===== config.mk =====
export PLATFORM = sky130hd
export DESIGN_NAME = uart_frame_tx
export DESIGN_NICKNAME = d
export VERILOG_FILES = /design/src/rtl/uart_tx_pkg.sv /design/src/rtl/uart_tx_buf.sv /design/src/rtl/uart_tx_ser.sv /design/src/rtl/uart_frame_tx.sv
export SDC_FILE = /design/constraint.sdc
export NUM_CORES = 1
export LEC_CHECK = 0
export BUFFER_PORTS_ARGS = -buffer_cell sky130_fd_sc_hd__buf_2
export CORE_ASPECT_RATIO = 1.5
export CORE_MARGIN = 1.5
export CORE_UTILIZATION = 45
export DETAILED_ROUTE_END_ITERATION = 8
export GPL_TIMING_DRIVEN = 0
export PLACE_DENSITY = 0.59
export SKIP_CTS_REPAIR_TIMING = 1
export SLEW_MARGIN = 20
export SYNTH_ARGS = -nofsm -noshare
export SYNTH_HDL_FRONTEND = slang
export SYNTH_SLANG_ARGS = --single-unit

===== constraint.sdc =====
create_clock -name clk_i -period 3.86 [get_ports clk_i]
set_input_delay 0 -clock clk_i [delete_from_list [all_inputs] [get_ports clk_i]]
set_output_delay 0 -clock clk_i [all_outputs]
set_load 0.005 [all_outputs]

===== src/rtl/uart_tx_pkg.sv =====
package uart_tx_pkg;

  typedef enum logic [2:0] {
    ST_IDLE,
    ST_START,
    ST_DATA,
    ST_PAR,
    ST_STOP
  } tx_state_e;

  typedef struct packed {
    logic       stick;
    logic [1:0] wlen;
    logic       fifo_en;
    logic       even;
    logic       par_en;
  } lcr_t;

  function automatic lcr_t decode_lcr(input logic [7:0] b);
    lcr_t l;
    l.stick   = b[7];
    l.wlen    = b[6:5];
    l.fifo_en = b[4];
    l.even    = b[2];
    l.par_en  = b[1];
    return l;
  endfunction

  // parity over the active data bits; sticky modes override
  function automatic logic calc_parity(input logic [7:0] d, input lcr_t l);
    logic [7:0] mask;
    logic       x;
    mask = 8'hFF >> (3 - l.wlen);
    x    = ^(d & mask);
    if (l.stick) return ~l.even;
    return l.even ? x : ~x;
  endfunction

endpackage


===== src/rtl/uart_tx_buf.sv =====
module uart_tx_buf #(
  parameter int DEPTH = 16,
  parameter int DW    = 8
) (
  input  logic          clk_i,
  input  logic          rst_ni,
  input  logic          fifo_en_i,
  input  logic          push_i,
  input  logic [DW-1:0] push_data_i,
  input  logic          pop_i,
  output logic [DW-1:0] pop_data_o,
  output logic          full_o,
  output logic          empty_o
);
  localparam int AW = (DEPTH > 1) ? $clog2(DEPTH) : 1;
  localparam int CW = $clog2(DEPTH + 1);

  logic [DW-1:0] mem_q [DEPTH];
  logic [AW-1:0] wptr_q, rptr_q;
  logic [CW-1:0] count_q, cap;
  logic          do_push, do_pop;

  assign cap     = fifo_en_i ? CW'(DEPTH) : CW'(1);
  assign full_o  = count_q >= cap;
  assign empty_o = count_q == '0;
  assign do_push = push_i && !full_o;
  assign do_pop  = pop_i && !empty_o;
  assign pop_data_o = mem_q[rptr_q];

  function automatic logic [AW-1:0] nxt(input logic [AW-1:0] p);
    return (p == AW'(DEPTH - 1)) ? '0 : p + 1'b1;
  endfunction

  always_ff @(posedge clk_i or negedge rst_ni) begin
    if (!rst_ni) begin
      wptr_q  <= '0;
      rptr_q  <= '0;
      count_q <= '0;
    end else begin
      if (do_push) wptr_q <= nxt(wptr_q);
      if (do_pop)  rptr_q <= nxt(rptr_q);
      case ({do_push, do_pop})
        2'b10:   count_q <= count_q + 1'b1;
        2'b01:   count_q <= count_q - 1'b1;
        default: count_q <= count_q;
      endcase
    end
  end

  always_ff @(posedge clk_i) begin
    if (do_push) mem_q[wptr_q] <= push_data_i;
  end

  AST_NO_OVERFLOW: assert property (@(posedge clk_i) disable iff (!rst_ni)
    count_q <= CW'(DEPTH));
  AST_DROP_WHEN_FULL: assert property (@(posedge clk_i) disable iff (!rst_ni)
    full_o && push_i && !pop_i |=> count_q == $past(count_q));

endmodule


===== src/rtl/uart_tx_ser.sv =====
module uart_tx_ser
  import uart_tx_pkg::*;
#(
  parameter int OVS = 16,
  parameter int DW  = 8
) (
  input  logic          clk_i,
  input  logic          rst_ni,
  input  logic          en_i,
  input  logic          baud_tick_i,
  input  logic [7:0]    lcr_i,
  input  logic          empty_i,
  input  logic [DW-1:0] data_i,
  output logic          pop_o,
  output logic          tx_o,
  output logic          busy_o
);
  localparam int TW = $clog2(OVS);

  tx_state_e     state_q;
  logic [TW-1:0] tick_q;
  logic [2:0]    bit_q, last_q;
  logic [7:0]    sh_q;
  logic          par_en_q, par_val_q;
  logic          bit_done;
  lcr_t          lcr;

  assign lcr      = decode_lcr(lcr_i);
  assign pop_o    = en_i && (state_q == ST_IDLE) && !empty_i;
  assign bit_done = baud_tick_i && (tick_q == TW'(OVS - 1));
  assign busy_o   = state_q != ST_IDLE;

  always_comb begin
    case (state_q)
      ST_START: tx_o = 1'b0;
      ST_DATA:  tx_o = sh_q[0];
      ST_PAR:   tx_o = par_val_q;
      default:  tx_o = 1'b1;
    endcase
  end

  always_ff @(posedge clk_i or negedge rst_ni) begin
    if (!rst_ni) begin
      state_q   <= ST_IDLE;
      tick_q    <= '0;
      bit_q     <= '0;
      last_q    <= '0;
      sh_q      <= '0;
      par_en_q  <= 1'b0;
      par_val_q <= 1'b0;
    end else begin
      if (state_q != ST_IDLE && baud_tick_i) tick_q <= tick_q + 1'b1;
      case (state_q)
        ST_IDLE: if (pop_o) begin
          // format captured here and held for the whole frame
          sh_q      <= 8'(data_i);
          last_q    <= 3'(lcr.wlen) + 3'd4;
          par_en_q  <= lcr.par_en;
          par_val_q <= calc_parity(8'(data_i), lcr);
          tick_q    <= '0;
          state_q   <= ST_START;
        end
        ST_START: if (bit_done) begin
          bit_q   <= '0;
          state_q <= ST_DATA;
        end
        ST_DATA: if (bit_done) begin
          sh_q <= sh_q >> 1;
          if (bit_q == last_q) state_q <= par_en_q ? ST_PAR : ST_STOP;
          else                 bit_q   <= bit_q + 1'b1;
        end
        ST_PAR:  if (bit_done) state_q <= ST_STOP;
        ST_STOP: if (bit_done) state_q <= ST_IDLE;
        default: state_q <= ST_IDLE;
      endcase
    end
  end

  AST_HOLD_NO_TICK: assert property (@(posedge clk_i) disable iff (!rst_ni)
    busy_o && !baud_tick_i |=> $stable(state_q) && $stable(tick_q));
  AST_FMT_HELD: assert property (@(posedge clk_i) disable iff (!rst_ni)
    state_q != ST_IDLE && $past(state_q) != ST_IDLE |-> $stable(par_val_q) && $stable(last_q) && $stable(par_en_q));
  AST_NO_START_DISABLED: assert property (@(posedge clk_i) disable iff (!rst_ni)
    state_q == ST_IDLE && !en_i |=> state_q == ST_IDLE);

endmodule


===== src/rtl/uart_frame_tx.sv =====
module uart_frame_tx
  import uart_tx_pkg::*;
#(
  parameter int DEPTH = 16,
  parameter int OVS   = 16,
  parameter int DW    = 8
) (
  input  logic          clk_i,
  input  logic          rst_ni,
  input  logic          en_i,
  input  logic          baud_tick_i,
  input  logic          wr_valid_i,
  input  logic [DW-1:0] wr_data_i,
  input  logic [7:0]    lcr_i,
  output logic          tx_o,
  output logic          busy_o,
  output logic          full_o,
  output logic          empty_o
);
  logic          pop;
  logic [DW-1:0] head;
  lcr_t          lcr;

  assign lcr = decode_lcr(lcr_i);

  uart_tx_buf #(.DEPTH(DEPTH), .DW(DW)) i_buf (
    .clk_i       (clk_i),
    .rst_ni      (rst_ni),
    .fifo_en_i   (lcr.fifo_en),
    .push_i      (wr_valid_i),
    .push_data_i (wr_data_i),
    .pop_i       (pop),
    .pop_data_o  (head),
    .full_o      (full_o),
    .empty_o     (empty_o)
  );

  uart_tx_ser #(.OVS(OVS), .DW(DW)) i_ser (
    .clk_i       (clk_i),
    .rst_ni      (rst_ni),
    .en_i        (en_i),
    .baud_tick_i (baud_tick_i),
    .lcr_i       (lcr_i),
    .empty_i     (empty_o),
    .data_i      (head),
    .pop_o       (pop),
    .tx_o        (tx_o),
    .busy_o      (busy_o)
  );

  AST_POP_NONEMPTY: assert property (@(posedge clk_i) disable iff (!rst_ni)
    pop |-> !empty_o);

endmodule


==> metrics.txt <==
fmax=288 MHz; critical-path maximum fanout=10; Mean Syn Cell Area=16.0 sq um; core area=15200 sq um; Syn Nets=476; failing checks=hold timing; reg2reg end=i_buf.count_q[4]$_DFFE_PN0P_; largest area contributor in the netlist=edfxtp_1; asr flop ratio synth=0.220; Register Area=4740 sq um; max-cap viol count=0; synthesized area=7060 sq um; IO Count=25; row count=55; Syn-to-layout area delta=15.6%; RSZ-0062 raised after global routing=no; Final Instance Count excl. Fillers=706; final worst setup slack=0.394 ns; clk_lat worst skew=0.42 ns; Synth top area share=0.545; worst hold path startpoint=lcr_i[2]; outcome=complete, but fails checks; cell count after synthesis=441; root buffer cell=clkbuf_16; Die Span X=105 um; initial DRC count=187; final antenna-violating net count=0; CP Launch Type=flip-flop; Final Cycle Share=0.898; Final Hold Viols=1; Vias=4012; TNS Setup=0 ns; Slew @ Worst Pin=1.03 ns; Longest Clk Path Bufs=2; Hold Path Cell Cnt=4; clock-pin slew on the worst setup and hold paths=0.06 ns; RD Place Congestion=0.806; R2R Setup Slk=0.39 ns; Setup-failing EPs final=0; hold crit path type=in -> reg; Die Area=16500 sq um; worst setup path class=reg -> reg; Pre-antenna DRT Iters=5; number of diodes=0; Min-Delay Endpoint=i_ser.par_val_q$_DFFE_PN0P_; number of flops mapped to enable cells by yosys=128; Remaining DRCs=0; Initial Utilization=0.464; sequential area share after synthesis=0.672; Synth area leaders=edfxtp_1 (54%), dfrtp_1 (13%), mux4_2 (11%), ha_1 (2.3%), nand2_1 (1.9%); top-count cell post-synth=edfxtp_1; top cells by count, synth=edfxtp_1 (128), dfrtp_1 (36), nand2_1 (36), mux4_2 (34), o21ai_0 (24); Fillers=1222; pin count of the biggest net entering global routing=37; max-slew violations=0; gr usage total=0.198; die height=156 um; WL final=15.4 mm; Yosys reg bits=164; first-pass GRT wire length=23.3 mm; number of buffers created by CTS=17; Min Hold Slack=-0.00612 ns; worst reg-to-reg path cell count=14; Max rail drop VDD=0.288 mV; proportion of layout cells with a drive suffix above 1=0.203; port bufs=22; Synth cell types=53; number of global-route vias before repair=4053; Detail Placement HPWL=10.1 mm; area of the multi-input gates=2150 sq um; Warnings, synthesis=0; Final nets=529; P_leak=2.96 nW; pwr/cell area=713 nW/um^2; headroom to the max-slew limit=0.310; Top FF cell, synth=edfxtp_1; Cell Count Post-Placement=662; grt ovf=0; Total Power=5.82 mW; vias per cell=5.68; Num Clock Sinks=164; Layout Skew=0.00929 ns; initial antenna violation count=0; reg2reg start=i_ser.state_q[2]$_DFFE_PN0P_; H-tree levels=4; CTS tree=built; drt wl/cell=21.8 um; post-place setup slack=0.357 ns; minimum clock period=3.47 ns; Worst Path Required=4.16 ns; WP data arrival=3.77 ns; Setup crit end kind=flip-flop
per-stage QoR:
stage / hold slack [ns] / instance area [sq um] / util
6_report: -0.00612 / 8160 / 0.536
5_1_grt: 0.0157 / 8160 / 0.536
4_1_cts: -0.304 / 8040 / 0.528
3_5_place_dp: 0.137 / 7420 / 0.488
3_3_place_gp: 0.150 / 7420 / 0.488
2_1_floorplan: -0.296 / 7060 / -
cell type report:
| cell class | instances | share of cell area |
|---|---|---|
| Buffer | 20 | 0.0123 |
| Sequential cell | 164 | 0.582 |
| Inverter | 16 | 0.00736 |
| Clock inverter | 15 | 0.0235 |
| Multi-Input combinational cell | 241 | 0.264 |
| Tap cell | 199 | 0.0305 |
| Clock buffer | 17 | 0.0522 |
| Timing Repair Buffer | 34 | 0.0282 |
layout by cell type, fill, tap and decap left out, types with 4 or more instances in the layout:
master         count
nand2_1           36
nand2b_1           6
and2_1            18
mux4_2            34
xor2_1             8
o21ai_0           24
o22ai_1            7
clkbuf_16         17
buf_2             30
a21oi_1            9
edfxtp_1         128
nand3_1            6
xnor2_1            7
inv_1             16
inv_6              6
dlygate4sd3_1     12
nor3_1             4
ha_1              13
clkbuf_1          10
and3_1             6
nor2_1            10
dfrtp_1           36
a22oi_1            6
flip-flops by register name, summed over array words and instances (netlist names):
name,count
i_ser.last_q,3
i_ser.par_en_q,1
i_ser.tick_q,4
i_buf.rptr_q,4
i_ser.bit_q,3
i_ser.state_q,3
i_ser.sh_q,8
i_ser.par_val_q,1
i_buf.wptr_q,4
i_buf.mem_q,128
i_buf.count_q,5
kinds of logic after synthesis:
group / after synthesis / share of synthesized area
fa+ha+maj: 14 / 0.0259
flops: 164 / 0.672
buf+inv: 36 / 0.0227
mux: 37 / 0.117
xor+xnor: 16 / 0.0218
simple gates: 107 / 0.0798
compound gates: 67 / 0.0601
layer usage:
| metal | part of all wire | GRT usage | vias up |
|---|---|---|---|
| li1 | - | - | 1818 |
| met1 | 0.37 | 0.213 | 2048 |
| met2 | 0.56 | 0.373 | 118 |
| met3 | 0.038 | 0.0379 | 28 |
| met4 | 0.029 | 0.0855 | 0 |
| met5 | 0 | 0 | - |
report_power, final:
group,total (mW),internal (mW),leakage [nW],switching (mW)
clock,1.77,1.04,0.299,0.735
sequential,2.28,2.14,1.60,0.143
combinational,1.76,0.813,1.06,0.951
total,5.82,3.99,2.96,1.83
worst max-delay path, cell delays in order (launching register included):
cell and delay [ns]:
dfrtp_1 0.36, clkbuf_1 0.19, nor3_1 0.42, nand3_1 0.21, inv_1 0.17, clkbuf_1 0.52, ha_1 0.34, inv_1 0.10
fa_1 0.41, inv_1 0.09, a21o_1 0.11, a21oi_1 0.07, xnor2_1 0.14, nor2_1 0.07, xor2_1 0.15
worst max path at each step:
stage,from,end
floorplan,i_buf.count_q[1]$_DFFE_PN0P_,i_buf.count_q[4]$_DFFE_PN0P_
global placement,i_ser.state_q[2]$_DFFE_PN0P_,i_buf.count_q[4]$_DFFE_PN0P_
detailed placement,i_ser.state_q[2]$_DFFE_PN0P_,i_buf.count_q[4]$_DFFE_PN0P_
CTS,i_ser.state_q[2]$_DFFE_PN0P_,i_buf.count_q[4]$_DFFE_PN0P_
global route,i_ser.state_q[2]$_DFFE_PN0P_,i_buf.count_q[4]$_DFFE_PN0P_
finish,i_ser.state_q[2]$_DFFE_PN0P_,i_buf.count_q[4]$_DFFE_PN0P_
(Power assumes the default switching activity.)
